===== config.mk =====
export PLATFORM = sky130hd
export DESIGN_NAME = evtimer_top
export DESIGN_NICKNAME = d
export VERILOG_FILES = /design/src/rtl/evtimer_pkg.sv /design/src/rtl/evtimer_counter.sv /design/src/rtl/evtimer_chan.sv /design/src/rtl/evtimer_glob.sv /design/src/rtl/evtimer_top.sv
export SDC_FILE = /design/constraint.sdc
export NUM_CORES = 2
export LEC_CHECK = 0
export ABC_AREA = 1
export BUFFER_PORTS_ARGS = -buffer_cell sky130_fd_sc_hd__buf_2
export CAP_MARGIN = 10
export CORE_MARGIN = 2
export CORE_UTILIZATION = 40
export DETAILED_ROUTE_END_ITERATION = 6
export SLEW_MARGIN = 40
export SYNTH_ARGS = -nofsm -noshare
export SYNTH_HDL_FRONTEND = slang
export SYNTH_HIERARCHICAL = 1
export SYNTH_SLANG_ARGS = --single-unit

===== constraint.sdc =====
create_clock -name clk -period 5.9 [get_ports clk]
set_clock_uncertainty 0.15 [all_clocks]
set_input_delay 1.18 -clock clk [delete_from_list [all_inputs] [get_ports clk]]
set_output_delay 1.18 -clock clk [all_outputs]
set_load 0.02 [all_outputs]

===== src/rtl/evtimer_pkg.sv =====
package evtimer_pkg;

    // Global register byte offsets
    localparam int unsigned OFS_ID     = 'h00;
    localparam int unsigned OFS_PERIOD = 'h04;
    localparam int unsigned OFS_GCFG   = 'h08;
    localparam int unsigned OFS_STAT   = 'h0C;
    localparam int unsigned OFS_CNT_LO = 'h10;
    localparam int unsigned OFS_CNT_HI = 'h14;

    // Channel window layout
    localparam int unsigned CH_SH      = 5;
    localparam int unsigned CH_STRIDE  = 1 << CH_SH;
    localparam int unsigned CH_BASE    = 'h20;
    localparam int unsigned SUB_CFG    = 'h0;
    localparam int unsigned SUB_CMP_LO = 'h4;
    localparam int unsigned SUB_CMP_HI = 'h8;

    // Control-word bit positions
    localparam int unsigned GB_RUN = 0;
    localparam int unsigned GB_LEG = 1;

    localparam int unsigned CB_LEVEL  = 0;
    localparam int unsigned CB_EN     = 1;
    localparam int unsigned CB_PER    = 2;
    localparam int unsigned CB_PERCAP = 3;
    localparam int unsigned CB_VSET   = 4;
    localparam int unsigned CB_F32    = 5;
    localparam int unsigned CB_MSGCAP = 6;

    // Comparator write latency in clocks
    localparam int unsigned WR_LAT = 2;

    typedef struct packed {
        logic f32;
        logic vset;
        logic per;
        logic en;
        logic level;
    } chan_ctl_t;

    typedef struct packed {
        logic vld;
        logic hi;
        logic to_per;
    } cmp_wr_t;

    function automatic logic [15:0] mk_id(input int unsigned n_chan,
                                          input bit wide, input bit leg,
                                          input int unsigned rev);
        logic [15:0] w;
        w        = '0;
        w[4:0]   = 5'(n_chan - 1);
        w[8]     = wide;
        w[9]     = leg;
        w[15:12] = 4'(rev);
        return w;
    endfunction

endpackage


===== src/rtl/evtimer_counter.sv =====
module evtimer_counter #(
    parameter int unsigned CNT_W = 64
) (
    input  logic               clk,
    input  logic               rst,
    input  logic               run,
    input  logic               wr_lo,
    input  logic               wr_hi,
    input  logic [CNT_W/2-1:0] wdata,
    output logic [CNT_W-1:0]   cnt
);
    localparam int unsigned HALF_W = CNT_W / 2;

    always_ff @(posedge clk) begin
        if (rst) begin
            cnt <= '0;
        end else if (wr_lo || wr_hi) begin
            if (wr_lo) cnt[HALF_W-1:0]     <= wdata;
            if (wr_hi) cnt[CNT_W-1:HALF_W] <= wdata;
        end else if (run) begin
            cnt <= cnt + 1'b1;
        end
    end
endmodule


===== src/rtl/evtimer_chan.sv =====
module evtimer_chan
    import evtimer_pkg::*;
#(
    parameter int unsigned CNT_W   = 64,
    parameter bit          PER_CAP = 1'b1,
    parameter bit          MSG_CAP = 1'b0
) (
    input  logic               clk,
    input  logic               rst,
    input  logic               run,
    input  logic [CNT_W-1:0]   cnt,
    input  logic               cfg_wr,
    input  logic               cmp_lo_wr,
    input  logic               cmp_hi_wr,
    input  logic [CNT_W/2-1:0] wdata,
    output logic [CNT_W/2-1:0] cfg_rd,
    output logic [CNT_W/2-1:0] cmp_lo_rd,
    output logic [CNT_W/2-1:0] cmp_hi_rd,
    output logic               evt,
    output logic               level,
    output logic               en,
    output logic               vset
);
    localparam int unsigned HALF_W = CNT_W / 2;

    chan_ctl_t         ctl;
    logic [CNT_W-1:0]  cmp_q, per_q, cmp_d, per_d;
    cmp_wr_t           stg [WR_LAT];
    logic [HALF_W-1:0] stg_data [WR_LAT];
    cmp_wr_t           ent;
    logic              cmp_wr, eq_lo, eq_hi;

    assign cmp_wr = cmp_lo_wr | cmp_hi_wr;

    // New staging entry: destination fixed by the mode at write time
    always_comb begin
        ent.vld    = cmp_wr && !(cmp_hi_wr && ctl.f32);
        ent.hi     = cmp_hi_wr;
        ent.to_per = ctl.per && !ctl.vset;
    end

    always_comb begin
        eq_lo = cnt[HALF_W-1:0] == cmp_q[HALF_W-1:0];
        eq_hi = cnt[CNT_W-1:HALF_W] == cmp_q[CNT_W-1:HALF_W];
        evt   = ctl.en && run && eq_lo && (ctl.f32 || eq_hi);

        cmp_d = cmp_q;
        per_d = per_q;
        if (evt && ctl.per) begin
            cmp_d = cmp_q + per_q;
            if (ctl.f32) cmp_d[CNT_W-1:HALF_W] = '0;
        end
        if (stg[WR_LAT-1].vld) begin
            if (stg[WR_LAT-1].to_per) begin
                if (stg[WR_LAT-1].hi) per_d[CNT_W-1:HALF_W] = stg_data[WR_LAT-1];
                else                  per_d[HALF_W-1:0]     = stg_data[WR_LAT-1];
            end else begin
                if (stg[WR_LAT-1].hi) cmp_d[CNT_W-1:HALF_W] = stg_data[WR_LAT-1];
                else                  cmp_d[HALF_W-1:0]     = stg_data[WR_LAT-1];
            end
        end
    end

    always_ff @(posedge clk) begin
        if (rst) begin
            ctl   <= '0;
            cmp_q <= '1;
            per_q <= '0;
            for (int k = 0; k < WR_LAT; k++) begin
                stg[k]      <= '0;
                stg_data[k] <= '0;
            end
        end else begin
            cmp_q       <= cmp_d;
            per_q       <= per_d;
            stg[0]      <= ent;
            stg_data[0] <= wdata;
            for (int k = 1; k < WR_LAT; k++) begin
                stg[k]      <= stg[k-1];
                stg_data[k] <= stg_data[k-1];
            end
            if (cfg_wr) begin
                ctl.level <= wdata[CB_LEVEL];
                ctl.en    <= wdata[CB_EN];
                ctl.per   <= PER_CAP && wdata[CB_PER];
                ctl.vset  <= wdata[CB_VSET];
                ctl.f32   <= wdata[CB_F32];
            end else if (cmp_wr && ctl.vset) begin
                ctl.vset <= 1'b0;
            end
        end
    end

    always_comb begin
        cfg_rd            = '0;
        cfg_rd[CB_LEVEL]  = ctl.level;
        cfg_rd[CB_EN]     = ctl.en;
        cfg_rd[CB_PER]    = ctl.per;
        cfg_rd[CB_PERCAP] = PER_CAP;
        cfg_rd[CB_VSET]   = ctl.vset;
        cfg_rd[CB_F32]    = ctl.f32;
        cfg_rd[CB_MSGCAP] = MSG_CAP;
        cmp_lo_rd         = cmp_q[HALF_W-1:0];
        cmp_hi_rd         = ctl.f32 ? '0 : cmp_q[CNT_W-1:HALF_W];
    end

    assign level = ctl.level;
    assign en    = ctl.en;
    assign vset  = ctl.vset;
endmodule


===== src/rtl/evtimer_glob.sv =====
module evtimer_glob
    import evtimer_pkg::*;
#(
    parameter int unsigned N_CHAN = 3,
    parameter int unsigned HALF_W = 32,
    parameter bit          ROUTE  = 1'b1
) (
    input  logic              clk,
    input  logic              rst,
    input  logic              gcfg_wr,
    input  logic              stat_wr,
    input  logic [HALF_W-1:0] wdata,
    input  logic [N_CHAN-1:0] evt,
    input  logic [N_CHAN-1:0] level,
    output logic              run,
    output logic              legacy,
    output logic [N_CHAN-1:0] status,
    output logic [N_CHAN-1:0] irq_chan,
    output logic              irq_tick,
    output logic              irq_rtc
);
    logic [N_CHAN-1:0] pulse_q, clr, raw;

    assign clr = stat_wr ? wdata[N_CHAN-1:0] : '0;

    always_ff @(posedge clk) begin
        if (rst) begin
            run     <= 1'b0;
            legacy  <= 1'b0;
            status  <= '0;
            pulse_q <= '0;
        end else begin
            if (gcfg_wr) begin
                run    <= wdata[GB_RUN];
                legacy <= ROUTE && wdata[GB_LEG];
            end
            status  <= (status & ~clr) | (evt & level);
            pulse_q <= evt & ~level;
        end
    end

    always_comb begin
        for (int i = 0; i < N_CHAN; i++)
            raw[i] = level[i] ? status[i] : pulse_q[i];
    end

    generate
        if (ROUTE) begin : g_route
            always_comb begin
                irq_chan = raw;
                irq_tick = 1'b0;
                irq_rtc  = 1'b0;
                if (legacy) begin
                    irq_tick    = raw[0];
                    irq_rtc     = raw[1];
                    irq_chan[0] = 1'b0;
                    irq_chan[1] = 1'b0;
                end
            end
        end else begin : g_direct
            assign irq_chan = raw;
            assign irq_tick = 1'b0;
            assign irq_rtc  = 1'b0;
        end
    endgenerate
endmodule


===== src/rtl/evtimer_top.sv =====
module evtimer_top
    import evtimer_pkg::*;
#(
    parameter int unsigned N_CHAN       = 3,
    parameter int unsigned CNT_W        = 64,
    parameter int unsigned ADDR_W       = 8,
    parameter int unsigned PERIOD_FS    = 100000000,
    parameter int unsigned REV          = 1,
    parameter bit          LEG_CAP      = 1'b1,
    parameter int unsigned PER_CAP_MASK = 'h3,
    parameter int unsigned MSG_CAP_MASK = 'h4
) (
    input  logic               clk,
    input  logic               rst,
    input  logic               bus_wr,
    input  logic [ADDR_W-1:0]  bus_addr,
    input  logic [CNT_W/2-1:0] bus_wdata,
    output logic [CNT_W/2-1:0] bus_rdata,
    output logic [N_CHAN-1:0]  irq_chan,
    output logic               irq_tick,
    output logic               irq_rtc
);
    localparam int unsigned HALF_W = CNT_W / 2;
    localparam bit          ROUTE  = LEG_CAP && (N_CHAN >= 2);
    localparam logic [15:0] ID_W   = mk_id(N_CHAN, CNT_W > 32, ROUTE, REV);

    logic               run, legacy;
    logic [CNT_W-1:0]   cnt;
    logic [N_CHAN-1:0]  status;
    logic               gcfg_wr, stat_wr, cnt_wr_lo, cnt_wr_hi;
    logic [N_CHAN-1:0]  ch_sel, ch_evt, ch_level, ch_en, ch_vset, ch_cmp_wr;
    logic [HALF_W-1:0]  ch_cfg_rd [N_CHAN];
    logic [HALF_W-1:0]  ch_lo_rd  [N_CHAN];
    logic [HALF_W-1:0]  ch_hi_rd  [N_CHAN];
    logic [CH_SH-1:0]   sub;

    assign sub       = bus_addr[CH_SH-1:0];
    assign gcfg_wr   = bus_wr && (bus_addr == ADDR_W'(OFS_GCFG));
    assign stat_wr   = bus_wr && (bus_addr == ADDR_W'(OFS_STAT));
    assign cnt_wr_lo = bus_wr && (bus_addr == ADDR_W'(OFS_CNT_LO));
    assign cnt_wr_hi = bus_wr && (bus_addr == ADDR_W'(OFS_CNT_HI));

    evtimer_counter #(.CNT_W(CNT_W)) counter_i (
        .clk   (clk),
        .rst   (rst),
        .run   (run),
        .wr_lo (cnt_wr_lo),
        .wr_hi (cnt_wr_hi),
        .wdata (bus_wdata),
        .cnt   (cnt)
    );

    generate
        for (genvar i = 0; i < N_CHAN; i++) begin : g_chan
            localparam int unsigned BASE_I = CH_BASE + i * CH_STRIDE;
            logic cfg_wr_i, lo_wr_i, hi_wr_i;

            assign ch_sel[i]    = (bus_addr >> CH_SH) == ADDR_W'(BASE_I >> CH_SH);
            assign cfg_wr_i     = bus_wr && ch_sel[i] && (sub == CH_SH'(SUB_CFG));
            assign lo_wr_i      = bus_wr && ch_sel[i] && (sub == CH_SH'(SUB_CMP_LO));
            assign hi_wr_i      = bus_wr && ch_sel[i] && (sub == CH_SH'(SUB_CMP_HI));
            assign ch_cmp_wr[i] = lo_wr_i | hi_wr_i;

            evtimer_chan #(
                .CNT_W   (CNT_W),
                .PER_CAP (PER_CAP_MASK[i]),
                .MSG_CAP (MSG_CAP_MASK[i])
            ) chan_i (
                .clk       (clk),
                .rst       (rst),
                .run       (run),
                .cnt       (cnt),
                .cfg_wr    (cfg_wr_i),
                .cmp_lo_wr (lo_wr_i),
                .cmp_hi_wr (hi_wr_i),
                .wdata     (bus_wdata),
                .cfg_rd    (ch_cfg_rd[i]),
                .cmp_lo_rd (ch_lo_rd[i]),
                .cmp_hi_rd (ch_hi_rd[i]),
                .evt       (ch_evt[i]),
                .level     (ch_level[i]),
                .en        (ch_en[i]),
                .vset      (ch_vset[i])
            );
        end
    endgenerate

    evtimer_glob #(
        .N_CHAN (N_CHAN),
        .HALF_W (HALF_W),
        .ROUTE  (ROUTE)
    ) glob_i (
        .clk      (clk),
        .rst      (rst),
        .gcfg_wr  (gcfg_wr),
        .stat_wr  (stat_wr),
        .wdata    (bus_wdata),
        .evt      (ch_evt),
        .level    (ch_level),
        .run      (run),
        .legacy   (legacy),
        .status   (status),
        .irq_chan (irq_chan),
        .irq_tick (irq_tick),
        .irq_rtc  (irq_rtc)
    );

    always_comb begin
        bus_rdata = '0;
        if (bus_addr == ADDR_W'(OFS_ID))          bus_rdata = HALF_W'(ID_W);
        else if (bus_addr == ADDR_W'(OFS_PERIOD)) bus_rdata = HALF_W'(PERIOD_FS);
        else if (bus_addr == ADDR_W'(OFS_GCFG)) begin
            bus_rdata[GB_RUN] = run;
            bus_rdata[GB_LEG] = legacy;
        end
        else if (bus_addr == ADDR_W'(OFS_STAT))   bus_rdata[N_CHAN-1:0] = status;
        else if (bus_addr == ADDR_W'(OFS_CNT_LO)) bus_rdata = cnt[HALF_W-1:0];
        else if (bus_addr == ADDR_W'(OFS_CNT_HI)) bus_rdata = cnt[CNT_W-1:HALF_W];
        for (int i = 0; i < N_CHAN; i++) begin
            if (ch_sel[i]) begin
                if (sub == CH_SH'(SUB_CFG))         bus_rdata = ch_cfg_rd[i];
                else if (sub == CH_SH'(SUB_CMP_LO)) bus_rdata = ch_lo_rd[i];
                else if (sub == CH_SH'(SUB_CMP_HI)) bus_rdata = ch_hi_rd[i];
            end
        end
    end
endmodule


### Word level (Yosys, flattened, before mapping)

Memories as Yosys holds them, arrays and structs flattened.
Cells that the tools add are included.

| word-level totals | value |
|---|---|
| bits in registers | 406 |
| latch bits | 0 |
| RAM bits | 210 |
| bits in read-only memories | 0 |
| input bits | 43 |
| output and inout port bits | 37 |
| word-level logic and storage cells | 219 |
| memories kept | 6 |

Memories:

| memory | depth | width | read ports | clocked after Yosys merged registers in | write ports | RTL line | source |
|---|---|---|---|---|---|---|---|
| g_chan[0].chan_i.stg_data | 2 | 32 | 2 | 0 | 2 | evtimer_chan.sv:29 | `logic [HALF_W-1:0] stg_data [WR_LAT];` |
| g_chan[1].chan_i.stg_data | 2 | 32 | 2 | 0 | 2 | evtimer_chan.sv:29 |  |
| g_chan[2].chan_i.stg_data | 2 | 32 | 2 | 0 | 2 | evtimer_chan.sv:29 |  |
| g_chan[0].chan_i.stg | 2 | 3 | 2 | 0 | 2 | evtimer_chan.sv:28 | `cmp_wr_t stg [WR_LAT];` |
| g_chan[1].chan_i.stg | 2 | 3 | 2 | 0 | 2 | evtimer_chan.sv:28 |  |
| g_chan[2].chan_i.stg | 2 | 3 | 2 | 0 | 2 | evtimer_chan.sv:28 |  |

| cells by class | value |
|---|---|
| $add $sub $neg | 3 |
| multipliers | 0 |
| divide/modulo/power cells | 0 |
| magnitude comparators | 0 |
| equal/unequal tests | 18 |
| shifts and indexed selects | 0 |
| mux-type cells | 78 |
| bitwise operators | 25 |
| reduce and logical (&&, ||, !) cells | 61 |

Operator list:

| operator | count |
|---|---|
| 32-bit 2-to-1 mux | 39 |
| 64-bit 2-to-1 mux | 10 |
| 32-bit == test | 6 |
| 64-bit adder | 2 |
| 64-bit by 1-bit adder with 64-bit output (second input constant) | 1 |
| 1-bit logical AND | 38 |
| 3-bit 2-to-1 mux | 11 |
| 30-bit 2-to-1 mux | 1 |
| 29-bit 2-to-1 mux | 1 |
| 3-bit AND reduction | 6 |
| 8-bit by 4-bit == test with 1-bit output (second input constant) | 2 |
| 8-bit by 5-bit == test with 1-bit output (second input constant) | 2 |
| 1-bit OR | 15 |
| 1-bit 2-to-1 mux | 14 |
| 3-bit bitwise AND | 3 |
| 8-bit by 3-bit == test with 1-bit output (second input constant) | 1 |
| 8-bit logical NOT | 1 |
| 2-bit nonzero test | 4 |
| 3-bit by 2-bit == test with 1-bit output (second input constant) | 2 |
| 3-bit NOT | 2 |
| 5-bit by 3-bit == test with 1-bit output (second input constant) | 1 |
| 5-bit by 4-bit == test with 1-bit output (second input constant) | 1 |
| 1-bit logical NOT | 5 |
| 5-bit logical NOT | 1 |
| other kinds (7) | 16 |

### Logic depth before layout (Yosys ltp)

| depth | value |
|---|---|
| word-level depth | 26 |
| depth in mapped cells | 21 |
| mapped depth without buffers | 21 |

### Cells and area by module

The synthesis kept the hierarchy.

By module, submodules not included:

| module | times used | cells each | area each (µm²) | seq. area each (µm²) |
|---|---|---|---|---|
| evtimer_chan at g_chan[1].chan_i | 1 | 2,753 | 15,341.0 | 4,063.9 |
| evtimer_chan at g_chan[0].chan_i | 1 | 2,752 | 15,339.7 | 4,063.9 |
| evtimer_chan at g_chan[2].chan_i | 1 | 802 | 5,948.2 | 2,722.6 |
| evtimer_counter | 1 | 853 | 4,788.3 | 1,281.2 |
| evtimer_top | 1 | 1,014 | 4,733.3 | 0.0 |
| evtimer_glob | 1 | 48 | 324.1 | 160.2 |

### Worst setup path after synthesis

OpenSTA, ideal clock, no wires.

| timing path | value |
|---|---|
| kind | input port to output port |
| start point | input port bus_addr[0] |
| end point | output port bus_rdata[11] |
| data arrival time | 2,902 ps |
| data required time | 4,570 ps |
| path slack | 1,668 ps |
| cell stages on the path | 13 |
| path buffers | 4 |
| cells stage by stage | inv_1 > nand2_2 > nor2_2 > inv_1 > nor2_4 > buf_4 > buf_2 > buf_2 > clkbuf_1 > a21oi_1 > nand2_1 > nand3_1 > nand2_1 |

| between the ends | value |
|---|---|
| longest elaborated chain between the ends | 23 |
| elaborated cells between the ends (all ways) | 31 |
| classes of those cells | 7 x eq/ne; 22 x mux; 2 x reduce/logical |

RTL lines:

| what | RTL line | source |
|---|---|---|
| start, declared | evtimer_top.sv:16 | `input logic [ADDR_W-1:0] bus_addr,` |
| 8-bit by 5-bit == test with 1-bit output | evtimer_top.sv:118 | `else if (bus_addr == ADDR_W'(OFS_CNT_HI)) bus_rdata = cnt[CNT_W-1:HALF_W];` |
| 32-bit 2-to-1 mux | evtimer_top.sv:118 |  |
| 32-bit 2-to-1 mux | evtimer_top.sv:117 | `else if (bus_addr == ADDR_W'(OFS_CNT_LO)) bus_rdata = cnt[HALF_W-1:0];` |
| 32-bit 2-to-1 mux | evtimer_top.sv:116 | `else if (bus_addr == ADDR_W'(OFS_STAT)) bus_rdata[N_CHAN-1:0] = status;` |
| 32-bit 2-to-1 mux | evtimer_top.sv:112 | `else if (bus_addr == ADDR_W'(OFS_GCFG)) begin` |
| 32-bit 2-to-1 mux | evtimer_top.sv:111 | `else if (bus_addr == ADDR_W'(OFS_PERIOD)) bus_rdata = HALF_W'(PERIOD_FS);` |
| 32-bit 2-to-1 mux | evtimer_top.sv:110 | `if (bus_addr == ADDR_W'(OFS_ID)) bus_rdata = HALF_W'(ID_W);` |
| 29-bit 2-to-1 mux | evtimer_top.sv:116 |  |
| (+7 left out) | n/a |  |
| 32-bit 2-to-1 mux | evtimer_top.sv:123 | `else if (sub == CH_SH'(SUB_CMP_HI)) bus_rdata = ch_hi_rd[i];` |
| 32-bit 2-to-1 mux | evtimer_top.sv:122 | `else if (sub == CH_SH'(SUB_CMP_LO)) bus_rdata = ch_lo_rd[i];` |
| 32-bit 2-to-1 mux | evtimer_top.sv:121 | `if (sub == CH_SH'(SUB_CFG)) bus_rdata = ch_cfg_rd[i];` |
| 32-bit 2-to-1 mux | evtimer_top.sv:120 | `if (ch_sel[i]) begin` |
| 32-bit 2-to-1 mux | evtimer_top.sv:123 |  |
| 32-bit 2-to-1 mux | evtimer_top.sv:122 |  |
| 32-bit 2-to-1 mux | evtimer_top.sv:121 |  |
| 32-bit 2-to-1 mux (*) | evtimer_top.sv:120 |  |
| end, declared | evtimer_top.sv:18 | `output logic [CNT_W/2-1:0] bus_rdata,` |

Mark *: on every way between the ends. The rest lies on a longest branch, timed or not. The select of a mux whose other input is x is not followed.

### Worst setup path in the final report

| timing path | value |
|---|---|
| start point | input port bus_addr[3] |
| end point | output port bus_rdata[3] |

Same word-level chain as after synthesis.

==> impl_results.md <==
- Final worst path period share: 0.8770
- # DRC: 0
- Port bufs: 79
- Synthesized area per cell: 5.652 um2
- Num CTS Buffers: 75
- Setup TNS: 0 ps
- Flops & latches, synth: 614
- I/O pin total: 80
- Crit-path max cell delay: 410 ps
- Fill cell count: 12920
- Fmax: 0.1933 GHz
- First-pass GRT wire length: 330800 um
- Die Wd: 344.9 um
- Max-slew headroom: 0.3625
- Yosys cell types: 48
- Required time of the critical path: 4570 ps
- Share of layout cells above drive strength 1: 0.05857
- Initial Util: 0.4016
- Final setup margin: 725.6 ps
- Vias in the first global route: 44980
- DP Worst Slack: 836.3 ps
- CTS tree: done
- Largest net degree at the start of global routing: 154
- Period minus WS final: 5174 ps
- P_leak: 25.99 nW
- First drt pass iteration count: 6
- Pwr Density: 192.7 nW/um2
- Footprint of the multi-input gates: 26340 um2
- Crit end category: output port
- Sequential cell area: 12310 um2
- Per-cell routed wire length: 24.59 um
- Register area share after synthesis: 0.2645
- Dpl hpwl: 189700 um
- CTS Buffer Depth: 3
- Crit path max-delay family: buffers and inverters
- Net count, final: 8277
- All-Layer GR Usage: 0.3895
- Root buffer cell: clkbuf_16
- CTS H-tree lvls: 3
- Max-Cap Viols: 0
- Critical path arrival: 3840 ps
- Number of synthesized flops with an enable pin: 0
- Synth area leaders: dfxtp_1, nand2_1, inv_1
- RSZ-0062 raised after global routing: no
- Clk pin slew, worst setup/hold paths: 50 ps
- Worst min path class: register to register
- Most frequent cell after synthesis: nand2_1
- PostCTS Resize Cnt: 0
- Design Area, Final: 50070 um2
- Outcome: completed
- Initial antenna violation count: 9
- CP Cell Sequence: buf_2, inv_1, nand2_1, nor2_2, buf_4, inv_1, nor2_4, buf_4, nand2_1, nand3_1, o21ai_0, a21o_1, nand2_1, nand3_1, nand3_1, nand2_1, nand2_1, nand3_1, nand2_1, buf_2
- Cell taking the most area after synthesis: dfxtp_1
- Worst skew pair latency: 680 ps
- Critical Path Source Type: input port
- Maximum VDD drop: 0.0001999 V
- Cell mode on critical path: nand2_1
- Top_reg_cell synth: dfxtp_1
- Area Overhead vs Synth: 7.735%
- Routed via count: 51380
- Core area: 115700 um2
- Chip height: 344.9 um
- Hold Buf Count CTS: 0
- Yosys top cell area share: 0.2645
- CP bufs+invs: 6
- Slowest CP cell: buf_4
- Post-synthesis cell count: 8222
- Gr ovfl total: 0
- # setup viols final: 0
- Avg Vias per Cell: 5.304
- Hold Fails Final Rpt: 0
- Asr flop ratio synth: 0
- Worst Max-Slew Pin Slew: 949.9 ps
- Initial DRC Count: 6678
- Post-route ant nets: 0
- Post-DP Area: 47460 um2
- Synth cell count leaders: nand2_1, inv_1, nor2_1
- Clk sinks: 614
- Crit-path max FO: 33
- Drt total wl: 238200 um
- Final Slew Violations: 0
- Worst setup path class: input port to output port
- Synth warnings: 6
- Global placement routability congestion: 1.060
- Cell Rows: 125
- Die ar.: 118900 um2
- Setup bufs post-CTS: 0
- Synth Cell Area: 46470 um2
flip-flops by register name, indices dropped and copies added, names as in the netlist:
name / cells
g_chan.chan_i/cmp_q: 192
g_chan.chan_i/stg_data: 192
g_chan.chan_i/per_q: 128
counter_i/cnt: 64
g_chan.chan_i/stg: 16
g_chan.chan_i/cfg_rd: 5
g_chan.chan_i/en: 3
g_chan.chan_i/level: 3
g_chan.chan_i/vset: 3
glob_i/pulse_q: 3
glob_i/status: 3
glob_i/legacy: 1
glob_i/run: 1
kinds of logic (layout without fill, tap and decap cells):
group	after synthesis	count (layout)	synth area share
other	6	83	0.0004846
buffers and inverters	1962	1825	0.1770
flip-flops	614	614	0.2645
adder cells (fa/ha/maj)	129	129	0.03505
AO/OA/AOI/OAI	1043	1043	0.1208
XOR/XNOR	117	117	0.02205
AND/OR/NAND/NOR	4351	4351	0.3801
worst min-delay path: cells and delay by family (launching register included):
kind	cells	cell delay [ps]
and+or+nand+nor	1	30
DFF	1	290
buffers and inverters	1	40
cells in the final DEF, fill, tap and decap left out, types with 30 or more instances in the layout:
cell and n:
ha_1 127, conb_1 82, a21oi_1 486, nand2_1 2717, nand3_1 410, or2_2 67, inv_2 48, o21ai_0 355
dfxtp_1 601, and2_1 51, nand4_1 58, xnor2_1 48, buf_2 78, inv_1 1464, o21bai_1 30, o21ai_1 42
o211ai_1 102, nor2_1 910, clkbuf_16 76, buf_4 81, xor2_1 69
final cells by class:
| type | count | area share |
|---|---|---|
| timing repair buffer | 171 | 0.02461 |
| multi-input combinational | 5722 | 0.5260 |
| inverter | 1521 | 0.1143 |
| tap | 1524 | 0.03808 |
| clock inverter | 30 | 0.008496 |
| clock buffer | 103 | 0.04261 |
| sequential | 614 | 0.2458 |
| antenna | 1 | 0.00004998 |
stage by stage:
step | util | hold slack, ps | cells | total power (W)
global placement | 0.4096 | 239.3 | 9549 | 0.004842
floorplan | - | 238.3 | 8298 | 0.004646
finish | 0.4326 | 248.5 | 9686 | 0.009649
detailed placement | 0.4101 | 242.1 | 9550 | 0.004846
global route | 0.4326 | 259.9 | 9685 | 0.009879
CTS | 0.4322 | 250.5 | 9683 | 0.009673
routing by layer:
metal | GRT usage | vias to the layer above | routed length (um)
li1 | - | 24560 | -
met5 | 0 | - | 105
met1 | 0.5516 | 23740 | 103400
met4 | 0.1784 | 14 | 12570
met2 | 0.5556 | 2642 | 95440
met3 | 0.08943 | 419 | 26710
path summary, 6_finish.rpt:
path                               startpoint                                to  slack, ps  depth (start not counted)
max                               bus_addr[3]                      bus_rdata[3]        730                         20
min          g_chan[1].chan_i/stg_data[0][15]  g_chan[1].chan_i/stg_data[0][47]        250                          2
max reg2reg                 counter_i/cnt[62]        g_chan[1].chan_i/cmp_q[62]       2220                         15
min reg2reg  g_chan[1].chan_i/stg_data[0][15]  g_chan[1].chan_i/stg_data[0][47]        250                          2
power by group:
part / internal [W] / switching, W / total, W
sequential: 0.00421 / 0.0000699 / 0.00428
combinational: 0.000126 / 0.000369 / 0.000494
clock: 0.00279 / 0.00209 / 0.00487
Power figures use the tool's default switching activity.
